**src/rtl/pgd_pkg.sv**
```systemverilog
package pgd_pkg;

    localparam int PGD_REL_TICKS = 128;
    localparam int PGD_FLT_TICKS = 3;

    typedef struct packed {
        logic ss_done;
        logic uv;
        logic ov;
    } pgd_sense_t;

    function automatic int cnt_bits(input int limit);
        return (limit <= 2) ? 1 : $clog2(limit);
    endfunction

    function automatic logic out_of_window(input pgd_sense_t s);
        return s.uv | s.ov;
    endfunction

    function automatic logic release_ok(input pgd_sense_t s);
        return s.ss_done & ~out_of_window(s);
    endfunction

endpackage

```
**src/rtl/pgd_window.sv**
```systemverilog
module pgd_window
    import pgd_pkg::*;
(
    input  pgd_sense_t sense,
    output logic       qual,
    output logic       bad
);
    always_comb begin
        qual = release_ok(sense);
        bad  = out_of_window(sense);
    end
endmodule

```
**src/rtl/pgd_run_cnt.sv**
```systemverilog
module pgd_run_cnt
    import pgd_pkg::*;
#(
    parameter int LIMIT = 128
) (
    input  logic clk,
    input  logic rst,
    input  logic clr,
    input  logic tick,
    input  logic hit,
    output logic done
);
    localparam int W = cnt_bits(LIMIT);
    localparam logic [W-1:0] LAST = W'(LIMIT - 1);

    logic [W-1:0] cnt;

    assign done = tick & hit & (cnt == LAST);

    always_ff @(posedge clk) begin
        if (rst || clr) begin
            cnt <= '0;
        end else if (tick) begin
            if (!hit || done) cnt <= '0;
            else              cnt <= cnt + 1'b1;
        end
    end
endmodule

```
**src/rtl/pgd_seq.sv**
```systemverilog
module pgd_seq
    import pgd_pkg::*;
#(
    parameter int REL_TICKS = PGD_REL_TICKS,
    parameter int FLT_TICKS = PGD_FLT_TICKS
) (
    input  logic clk,
    input  logic rst,
    input  logic cyc_tick,
    input  logic ss_done,
    input  logic uv_trip,
    input  logic ov_trip,
    input  logic en,
    input  logic por_ok,
    output logic pg_pull,
    output logic pg_good
);
    pgd_sense_t sense;
    logic act, qual, bad, rel_done, flt_done, good_q;

    assign sense = '{ss_done: ss_done, uv: uv_trip, ov: ov_trip};
    assign act   = en & por_ok;

    pgd_window u_win (
        .sense (sense),
        .qual  (qual),
        .bad   (bad)
    );

    pgd_run_cnt #(.LIMIT(REL_TICKS)) u_rel (
        .clk  (clk),
        .rst  (rst),
        .clr  (~act | good_q),
        .tick (cyc_tick),
        .hit  (qual),
        .done (rel_done)
    );

    pgd_run_cnt #(.LIMIT(FLT_TICKS)) u_flt (
        .clk  (clk),
        .rst  (rst),
        .clr  (~act | ~good_q),
        .tick (cyc_tick),
        .hit  (bad),
        .done (flt_done)
    );

    always_ff @(posedge clk) begin
        if (rst || !act)              good_q <= 1'b0;
        else if (!good_q && rel_done) good_q <= 1'b1;
        else if (good_q && flt_done)  good_q <= 1'b0;
    end

    assign pg_good = good_q;
    assign pg_pull = ~good_q | ~act;
endmodule

```
**config.mk**
```make
export PLATFORM = sky130hd
export DESIGN_NAME = pgd_seq
export DESIGN_NICKNAME = d
export VERILOG_FILES = /design/src/rtl/pgd_pkg.sv /design/src/rtl/pgd_window.sv /design/src/rtl/pgd_run_cnt.sv /design/src/rtl/pgd_seq.sv
export SDC_FILE = /design/constraint.sdc
export NUM_CORES = 1
export LEC_CHECK = 0
export BUFFER_PORTS_ARGS = -buffer_cell sky130_fd_sc_hd__buf_2
export CELL_PAD_IN_SITES_DETAIL_PLACEMENT = 1
export CELL_PAD_IN_SITES_GLOBAL_PLACEMENT = 1
export CORE_UTILIZATION = 40
export DETAILED_ROUTE_END_ITERATION = 7
export PLACE_DENSITY_LB_ADDON = 0.1
export REMOVE_ABC_BUFFERS = 1
export SKIP_CTS_REPAIR_TIMING = 1
export SLEW_MARGIN = 5
export SYNTH_ARGS = -nofsm -noshare
export SYNTH_HDL_FRONTEND = slang
export SYNTH_SLANG_ARGS = --single-unit
```
**constraint.sdc**
```tcl
create_clock -name clk -period 3.9 [get_ports clk]
set_input_delay 0.585 -clock clk [delete_from_list [all_inputs] [get_ports clk]]
set_output_delay 0.585 -clock clk [all_outputs]
set_load 0.02 [all_outputs]
```
==> flow_metrics.env, run 1 <==
export IMPL_core_area_um2=1170
export IMPL_routed_wl_um=1200
export IMPL_vias=510
export IMPL_rrSetupSlack_ns=2.36
export IMPL_wl_per_cell_um=14.0
export IMPL_max_slew_worst_pin_slew_ns=0.461
export IMPL_drt_first_pass_iters=4
export IMPL_ys_types=29
export IMPL_max_slew_margin_rel=0.689
export IMPL_hold_viol=0
export IMPL_fin_nets=83
export IMPL_tns_ns=0
export IMPL_std_cell_rows=12
export IMPL_fp_dieH_um=38.6
export IMPL_die_x_um=38.6
export IMPL_syn_inst=61
export IMPL_drtAntennaViolNets=0
export IMPL_final_cell_mix="10 x dfxtp_1, 9 x buf_2, 7 x nand2_1, 6 x nand3_1"
export IMPL_whs_endpoint="u_flt.cnt[0]"
export IMPL_avgSynthCellArea_um2=8.80
export IMPL_cp_max_fo=10
export IMPL_clkTransAtPathRegs_ns=0.07
export IMPL_htreeDepth=1
export IMPL_rsz0062_at_grt="no"
export IMPL_die_area_um2=1490
export IMPL_viasPerCell=5.93
export IMPL_syn_cell_area_um2=537
export IMPL_totalPowerFinal_uw=211
export IMPL_ys_ff_latch=10
export IMPL_grt_usage=0.205
export IMPL_clk_latency_ns=0.27
export IMPL_overflow=0
export IMPL_hold_depth=2
export IMPL_start_util=0.458
export IMPL_drive_gt1_frac=0.222
export IMPL_status="finished clean"
export IMPL_cp_start_kind="input port"
export IMPL_gp_congestion=0.692
export IMPL_timing_rr_end="u_rel.cnt[6]"
export IMPL_portBuffers=9
export IMPL_cp_data_arrival_time_ns=1.82
export IMPL_cts_buffers=3
export IMPL_maxCapViolations=0
export IMPL_ios=10
export IMPL_clock_path_buffers=2
export IMPL_grt_max_degree=11
export IMPL_holdCritPathClass="register to register"
export IMPL_synth_ff_type="dfxtp_1"
export IMPL_fin_crit_sh=0.412
export IMPL_synth_edff_count=0
export IMPL_leakagePower_uw=0.000206
export IMPL_netlist_area_leader_share=0.373
export IMPL_cts_sinks=10
export IMPL_timing_hold_ws_ns=0.464
export IMPL_antenna_found_initial=0
export IMPL_synth_area_leaders="dfxtp_1 37%, nand3_1 5.6%, nand2_1 4.9%, ha_1 4.7%, nand4bb_1 4.2%"
export IMPL_yosysWarnings=0
export IMPL_cts_root_buf="clkbuf_4"
export IMPL_drc=0
export IMPL_power_density_nw_per_um2=339
export IMPL_cts_tree="built"
export IMPL_path_class="input port to register"
export IMPL_skew_ns=0.00240
export IMPL_rr_worst_depth=4
export IMPL_cp_end_kind="register"
export IMPL_syn2layout_area_growth_pct=16.1
export IMPL_drt_iter0_markers=5
export IMPL_seq_area_frac_synth=0.373
export IMPL_finalSetupViolations=0
export IMPL_timing_fmax_mhz=622
export IMPL_r2r_start="u_rel.cnt[0]"
export IMPL_irDropWorstVdd_uv=151
export IMPL_num_antenna_cells=0
export IMPL_async_flop_share=0
export IMPL_synth_largest_area_cell="dfxtp_1"
export IMPL_required_ns=4.11
export IMPL_fin_crit_ns=1.61
export IMPL_grt_pass1_wl_um=2010
export IMPL_hpwl_um=872
export IMPL_grt_pass1_vias=460
export IMPL_layout_commonest_cell="dfxtp_1"
export IMPL_min_from="u_flt.cnt[0]"
export IMPL_finalMaxSlewViolations=0
==> state kept, by name, indices dropped and copies added (netlist names) <==
| register | flops |
|---|---|
| pg_good | 1 |
| u_flt.cnt | 2 |
| u_rel.cnt | 7 |
==> worst max-delay path, cell delays in order <==
cell and delay (ns):
buf_2 0.10, nand4bb_1 0.43, or4_1 0.62, o21ai_1 0.08
==> layer usage <==
metal	track usage	vias up	share of wire
li1	-	260	-
met1	0.256	237	0.50
met2	0.296	9	0.43
met3	0.0867	4	0.046
met4	0.103	0	0.015
met5	0	-	0
==> through the flow <==
step	cells	worst slack, ns	util	cell area [µm²]
6_report	86	2.29	0.532	623
5_1_grt	86	2.23	0.532	623
4_1_cts	86	2.28	0.532	623
3_5_place_dp	82	2.01	0.501	587
3_3_place_gp	82	2.03	0.501	587
2_1_floorplan	59	2.30	-	524
==> cell families (layout without fill, tap and decap cells) <==
family / Yosys count / in the layout / synth area share
xor gates and xnor gates: 1 / 1 / 0.0163
and+or+nand+nor: 28 / 28 / 0.331
DFF: 10 / 10 / 0.373
adders and majority gates: 2 / 2 / 0.0466
AOI/OAI and AO/OA: 16 / 16 / 0.196
buffers and inverters: 4 / 15 / 0.0373
==> power breakdown <==
part           switching, µW  internal, µW
combinational           7.93          5.31
clock                   39.2          56.8
sequential            0.0880           102
==> cell type report <==
class / instances / area [µm²]
flip-flops and latches: 10 / 200
clock buffers: 4 / 36.3
fillers: 151 / 548
repair buffers: 9 / 45.0
well taps: 14 / 17.5
inverters: 2 / 7.51
multi-input cells: 47 / 317
==> how the worst max path moves through the flow <==
stage / startpoint / to / cells past startpoint
6_report: rst / pg_good / 4
5_1_grt: rst / pg_good / 4
4_1_cts: rst / pg_good / 4
3_5_place_dp: rst / pg_good / 4
3_3_place_gp: rst / pg_good / 4
2_1_floorplan: rst / pg_good / 3
==> cells in the mapped netlist, drive strengths merged (2+ instances only) <==
| cell | n |
|---|---|
| ha | 2 |
| or3 | 3 |
| nand3b | 2 |
| nand2 | 7 |
| inv | 2 |
| buf | 2 |
| a31oi | 2 |
| a21oi | 3 |
| nand3 | 7 |
| nand4bb | 2 |
| dfxtp | 10 |
| or4 | 2 |
| o21ai | 4 |
(Power assumes the default switching activity.)
==> inputs of run 2 (changes only) <==
--- a/config.mk
+++ b/config.mk
@@ -5,10 +5,11 @@
 export SDC_FILE = /design/constraint.sdc
 export NUM_CORES = 1
 export LEC_CHECK = 0
+export ABC_AREA = 1
 export BUFFER_PORTS_ARGS = -buffer_cell sky130_fd_sc_hd__buf_2
 export CELL_PAD_IN_SITES_DETAIL_PLACEMENT = 1
 export CELL_PAD_IN_SITES_GLOBAL_PLACEMENT = 1
-export CORE_UTILIZATION = 40
+export CORE_UTILIZATION = 35
 export DETAILED_ROUTE_END_ITERATION = 7
 export PLACE_DENSITY_LB_ADDON = 0.1
 export REMOVE_ABC_BUFFERS = 1
==> constraint.sdc (replaced) <==
create_clock -name clk -period 1.5 [get_ports clk]
set_input_delay 0.225 -clock clk [delete_from_list [all_inputs] [get_ports clk]]
set_output_delay 0.225 -clock clk [all_outputs]
set_load 0.02 [all_outputs]
==> run 2 against run 1 <==
Cell area decreased by 2.2%. Synthesized area decreased by 2.6%. Setup slack got worse by 2.0 ns. Register-to-register slack got worse by 2.1 ns. Die area increased by 11%. Critical path type is now register to register. Worst hold slack got worse by 0.20 ns. Power increased by 130%. Synthesized cell count increased by 26%. First-iteration DRC count unchanged. Sequential share of layout area increased by 0.73 points. Clock power increased by 92%. Via count decreased by 2.5%.
==> flow_metrics.env, run 2 <==
export IMPL_fp_dieH_um=40.7
export IMPL_htreeDepth=1
export IMPL_core_area_um2=1350
export IMPL_tns_ns=0
export IMPL_async_flop_share=0
export IMPL_grt_pass1_vias=429
export IMPL_netlist_top_cells_count="15 x inv_1, 15 x nand2_1, 12 x nor2_1, 10 x dfxtp_1, 5 x nand3_1"
export IMPL_grt_pass1_wl_um=1690
export IMPL_cts_tree="built"
export IMPL_max_slew_margin_rel=0.818
export IMPL_required_ns=1.65
export IMPL_timing_rr_end="u_rel.cnt[4]"
export IMPL_antenna_found_initial=0
export IMPL_grt_usage=0.159
export IMPL_post_place_ws_ns=0.289
export IMPL_fin_nets=101
export IMPL_irDropWorstVdd_uv=377
export IMPL_routed_wl_um=1140
export IMPL_timing_hold_ws_ns=0.260
export IMPL_drive_gt1_frac=0.213
export IMPL_vias=497
export IMPL_ys_ff_latch=10
export IMPL_overflow=0
export IMPL_skew_ns=0.00204
export IMPL_fin_crit_sh=0.814
export IMPL_final_cell_mix="15 x inv_1, 15 x nand2_1, 12 x nor2_1, 10 x dfxtp_1, 9 x buf_2"
export IMPL_finalNonFillerCells=104
export IMPL_cp_max_fo=5
export IMPL_holdCritPathClass="input port to register"
export IMPL_std_cell_rows=13
export IMPL_ios=10
export IMPL_finalMaxSlewViolations=0
export IMPL_synth_ff_type="dfxtp_1"
export IMPL_hold_viol=0
export IMPL_power_density_nw_per_um2=787
export IMPL_endpoint="u_rel.cnt[4]"
export IMPL_status="finished clean"
export IMPL_final_area_um2=609
export IMPL_wl_per_cell_um=11.0
export IMPL_place_area_um2=587
export IMPL_clkTransAtPathRegs_ns=0.07
export IMPL_largest_register_ffs=7
export IMPL_drt_first_pass_iters=4
export IMPL_cts_sinks=10
export IMPL_seq_area_frac_synth=0.383
export IMPL_synth_largest_area_cell="dfxtp_1"
export IMPL_rsz0062_at_grt="no"
export IMPL_cp_start_kind="register"
export IMPL_finalSetupViolations=0
export IMPL_fin_crit_ns=1.22
export IMPL_ys_types=14
export IMPL_hpwl_um=941
export IMPL_drtAntennaViolNets=0
export IMPL_syn2layout_area_growth_pct=16.5
export IMPL_synth_edff_count=0
export IMPL_max_slew_worst_pin_slew_ns=0.272
export IMPL_synth_area_leaders="dfxtp_1 38%, inv_1 11%, nand2_1 11%, nor2_1 8.6%, xnor2_1 5.0%"
export IMPL_timing_fmax_mhz=819
export IMPL_rrSetupSlack_ns=0.28
export IMPL_num_antenna_cells=0
export IMPL_top_register="u_rel.cnt"
export IMPL_portBuffers=9
export IMPL_drt_iter0_markers=5
export IMPL_r2r_start="u_rel.cnt[0]"
export IMPL_leakagePower_uw=0.000255
export IMPL_drc=0
export IMPL_setup_slack_ns=0.279
export IMPL_fillers=197
export IMPL_clock_path_buffers=2
export IMPL_clk_latency_ns=0.26
export IMPL_crit_start="u_rel.cnt[0]"
export IMPL_cts_buffers=3
export IMPL_cp_end_kind="register"
export IMPL_netlist_area_leader_share=0.383
export IMPL_grt_max_degree=7
export IMPL_syn_cell_area_um2=523
export IMPL_avgSynthCellArea_um2=6.79
export IMPL_die_x_um=40.7
export IMPL_gp_congestion=0.738
export IMPL_dp_cells=101
export IMPL_die_area_um2=1650
export IMPL_cts_root_buf="clkbuf_4"
export IMPL_yosysWarnings=0
export IMPL_path_class="register to register"
export IMPL_start_util=0.387
export IMPL_cp_data_arrival_time_ns=1.38
export IMPL_viasPerCell=4.78
export IMPL_maxCapViolations=0
export IMPL_rr_worst_depth=8
export IMPL_syn_inst=77
-- run 2: cell types whose count changed after synthesis, moves of 2 or more --
cell / before / now
nor2_1: 0 / 12
nand2_1: 7 / 15
nand2_2: 0 / 3
nor2_2: 0 / 4
or4_1: 2 / 0
nand4bb_1: 2 / 0
inv_1: 2 / 15
or3_1: 3 / 0
nand3b_1: 2 / 0
xnor2_1: 0 / 3
a31oi_1: 2 / 0
o21ai_0: 3 / 1
-- run 2: per-stage QoR --
stage	util	power [µW]
2_1_floorplan	-	286
3_3_place_gp	0.435	301
3_5_place_dp	0.435	301
4_1_cts	0.451	484
5_1_grt	0.451	500
6_report	0.451	479
-- run 2: logic make-up (layout without fill, tap and decap cells) --
family | count (synthesis) | after routing | synth area share
xor gates and xnor gates | 3 | 3 | 0.0502
and+or+nand+nor | 39 | 39 | 0.325
DFF | 10 | 10 | 0.383
buffers and inverters | 15 | 27 | 0.108
AOI/OAI and AO/OA | 8 | 8 | 0.0861
adders and majority gates | 2 | 2 | 0.0478
-- run 2: area by class of cell --
| type | count | area (µm²) | share of cell area |
|---|---|---|---|
| multi-input cells | 52 | 267 | 0.437 |
| flip-flops and latches | 10 | 200 | 0.329 |
| inverters | 15 | 56.3 | 0.0924 |
| repair buffers | 9 | 45.0 | 0.0739 |
| clock buffers | 3 | 22.5 | 0.0370 |
| well taps | 15 | 18.8 | 0.0308 |
-- run 2: per-layer routing --
metal / part of all wire / GRT usage / wire, µm
met3: 0.054 / 0.0489 / 62
met1: 0.46 / 0.179 / 522
met5: 0 / 0 / 0
met2: 0.47 / 0.282 / 538
met4: 0.016 / 0.0500 / 18
-- run 2: worst min path at each step --
stage / startpoint / slack [ns] / depth (start not counted) / to
after floorplan: cyc_tick / 0.40 / 3 / u_rel.cnt[0]
after global placement: u_rel.cnt[1] / 0.48 / 2 / u_rel.cnt[1]
after detailed placement: u_rel.cnt[6] / 0.48 / 2 / u_rel.cnt[6]
after CTS: rst / 0.26 / 3 / u_flt.cnt[1]
after global routing: rst / 0.28 / 3 / u_flt.cnt[1]
final: rst / 0.26 / 3 / u_flt.cnt[1]
-- run 2: where the power goes --
part	internal [µW]	switching, µW
clock	92.6	91.9
combinational	11.7	17.6
sequential	265	0.193
total	370	110
-- run 2: worst max-delay path: stages (launching register included) --
cell	delay, ns
dfxtp_1	0.38
ha_1	0.18
inv_1	0.05
nor2_2	0.12
nand2_1	0.11
nand2_1	0.07
nand2_1	0.05
nand2_2	0.10
nor2_1	0.05
==> inputs of run 3 (changes only) <==
--- a/config.mk
+++ b/config.mk
@@ -9,7 +9,7 @@
 export BUFFER_PORTS_ARGS = -buffer_cell sky130_fd_sc_hd__buf_2
 export CELL_PAD_IN_SITES_DETAIL_PLACEMENT = 1
 export CELL_PAD_IN_SITES_GLOBAL_PLACEMENT = 1
-export CORE_UTILIZATION = 35
+export CORE_UTILIZATION = 32
 export DETAILED_ROUTE_END_ITERATION = 7
 export PLACE_DENSITY_LB_ADDON = 0.1
 export REMOVE_ABC_BUFFERS = 1
==> constraint.sdc (replaced) <==
create_clock -name clk -period 1 [get_ports clk]
set_input_delay 0.15 -clock clk [delete_from_list [all_inputs] [get_ports clk]]
set_output_delay 0.15 -clock clk [all_outputs]
set_load 0.02 [all_outputs]
==> run 3 against run 2 <==
The flow now finishes with violations (negative setup slack). Highest routed layer unchanged. Core utilization grew 7.2 points. Critical endpoint is now u_rel.cnt[3]. Largest cell class unchanged. Power grew 69%. Cell area grew 31%. Wire length grew 14%.
==> flow_metrics.env, run 3 (same netlist as run 2, synthesis figures left out) <==
export IMPL_status="finished, violations left"
export IMPL_violations="negative setup slack"
export IMPL_cp_max_fo=5
export IMPL_cp_end_kind="register"
export IMPL_final_cell_mix="12 x inv_1, 10 x nand2_1, 9 x buf_4, 8 x buf_2, 7 x nor2_1"
export IMPL_irDropWorstVdd_uv=748
export IMPL_start_util=0.343
export IMPL_num_antenna_cells=0
export IMPL_drt_iter0_markers=4
export IMPL_cp_start_kind="register"
export IMPL_syn2layout_area_growth_pct=52.6
export IMPL_layout_commonest_cell="inv_1"
export IMPL_fp_dieH_um=42.4
export IMPL_cp_data_arrival_time_ns=1.24
export IMPL_cts_root_buf="clkbuf_4"
export IMPL_grt_usage=0.154
export IMPL_drt_first_pass_iters=3
export IMPL_die_x_um=42.4
export IMPL_hold_viol=0
export IMPL_fin_crit_sh=1.08
export IMPL_ios=10
export IMPL_clk_latency_ns=0.26
export IMPL_met1Wirelength_um=649
export IMPL_min_from="rst"
export IMPL_routed_wl_um=1300
export IMPL_holdCritPathClass="input port to register"
export IMPL_crit_start="u_rel.cnt[1]"
export IMPL_whs_endpoint="u_flt.cnt[1]"
export IMPL_hpwl_um=1000
export IMPL_r2r_start="u_rel.cnt[1]"
export IMPL_power_density_nw_per_um2=1020
export IMPL_met2WireLength_um=607
export IMPL_portBuffers=9
export IMPL_timing_hold_ws_ns=0.180
export IMPL_overflow=0
export IMPL_fin_nets=110
export IMPL_largest_register_ffs=7
export IMPL_std_cell_rows=14
export IMPL_finalSetupViolations=7
export IMPL_clock_path_buffers=2
export IMPL_path_class="register to register"
export IMPL_rr_worst_depth=8
export IMPL_finalMaxSlewViolations=0
export IMPL_timing_fmax_mhz=925
export IMPL_gp_congestion=0.789
export IMPL_totalPowerFinal_uw=812
export IMPL_fin_crit_ns=1.08
export IMPL_max_slew_margin_rel=0.826
export IMPL_die_area_um2=1800
export IMPL_grt_max_degree=7
export IMPL_top_register="u_rel.cnt"
export IMPL_rrSetupSlack_ns=-0.08
export IMPL_grt_pass1_wl_um=2100
export IMPL_max_slew_worst_pin_slew_ns=0.259
export IMPL_skew_ns=0.00172
export IMPL_drc=0
export IMPL_wl_met3_um=31
export IMPL_cts_sinks=10
export IMPL_drive_gt1_frac=0.505
export IMPL_hold_depth=3
export IMPL_leakagePower_uw=0.000337
export IMPL_setup_slack_ns=-0.0808
export IMPL_grt_pass1_vias=479
export IMPL_highest_layer="met4"
export IMPL_required_ns=1.16
export IMPL_wl_per_cell_um=11.3
export IMPL_htreeDepth=1
export IMPL_maxCapViolations=0
export IMPL_cts_tree="built"
export IMPL_core_area_um2=1520
export IMPL_antenna_found_initial=0
export IMPL_clkTransAtPathRegs_ns=0.07
export IMPL_post_place_ws_ns=-0.156
export IMPL_drtAntennaViolNets=0
export IMPL_vias=528
export IMPL_rsz0062_at_grt="yes"
export IMPL_cts_buffers=3
export IMPL_timing_rr_end="u_rel.cnt[3]"
export IMPL_viasPerCell=4.59
## run 3: cell types whose count changed in the layout (fill, tap and decap cells not counted), moves of 2 or more
| cell | before | now |
|---|---|---|
| buf_4 | 0 | 9 |
| nand2_1 | 15 | 10 |
| nor2_1 | 12 | 7 |
| dfxtp_1 | 10 | 6 |
| nor2_4 | 0 | 4 |
| dfxtp_2 | 0 | 3 |
| inv_1 | 15 | 12 |
| inv_2 | 0 | 3 |
| nand2_2 | 3 | 6 |
| nand2_4 | 0 | 2 |
## run 3: worst max-delay path by stage
| stage | end | depth (start not counted) |
|---|---|---|
| after detailed placement | u_rel.cnt[4] | 8 |
| final | u_rel.cnt[3] | 8 |
| after global placement | u_rel.cnt[4] | 8 |
| after floorplan | u_flt.cnt[0] | 4 |
| after CTS | u_rel.cnt[4] | 8 |
| after global routing | u_rel.cnt[3] | 8 |
## run 3: power breakdown
part / internal, µW / leakage [µW] / switching, µW
registers: 395 / 0.0000829 / 0.282
clock network: 221 / 0.0000210 / 141
logic: 19.8 / 0.000234 / 34.8
## run 3: layout make-up
class                           count  area (µm²)
Clock buffer                        4        36.3
Fill cell                         186         726
Inverter                           15        56.3
Multi-Input combinational cell     52         359
Sequential cell                    10         208
Tap cell                           16        20.0
Timing Repair Buffer               18         119
## run 3: worst max-delay path, cell delays in order (launching register included)
cell and delay [ns]:
dfxtp_2 0.35, ha_4 0.15, inv_2 0.04, nor2_4 0.09, nand2_2 0.08, nand2_2 0.08, nand2_2 0.06, nand2_4 0.09
nor2_1 0.04
## run 3: per-layer routing
metal,global-route usage,up-vias
met3,0.0517,2
met4,0.0563,0
met1,0.208,243
met2,0.228,4
li1,-,279
met5,0,-
## run 3: metrics by stage
step,instance area [µm²],std cells,utilization,setup TNS (ns)
2_1_floorplan,523,77,-,-0.463
3_3_place_gp,656,111,0.430,-0.596
3_5_place_dp,656,111,0.430,-0.888
4_1_cts,692,115,0.454,-0.979
5_1_grt,798,115,0.524,-0.869
6_report,798,115,0.524,-0.411
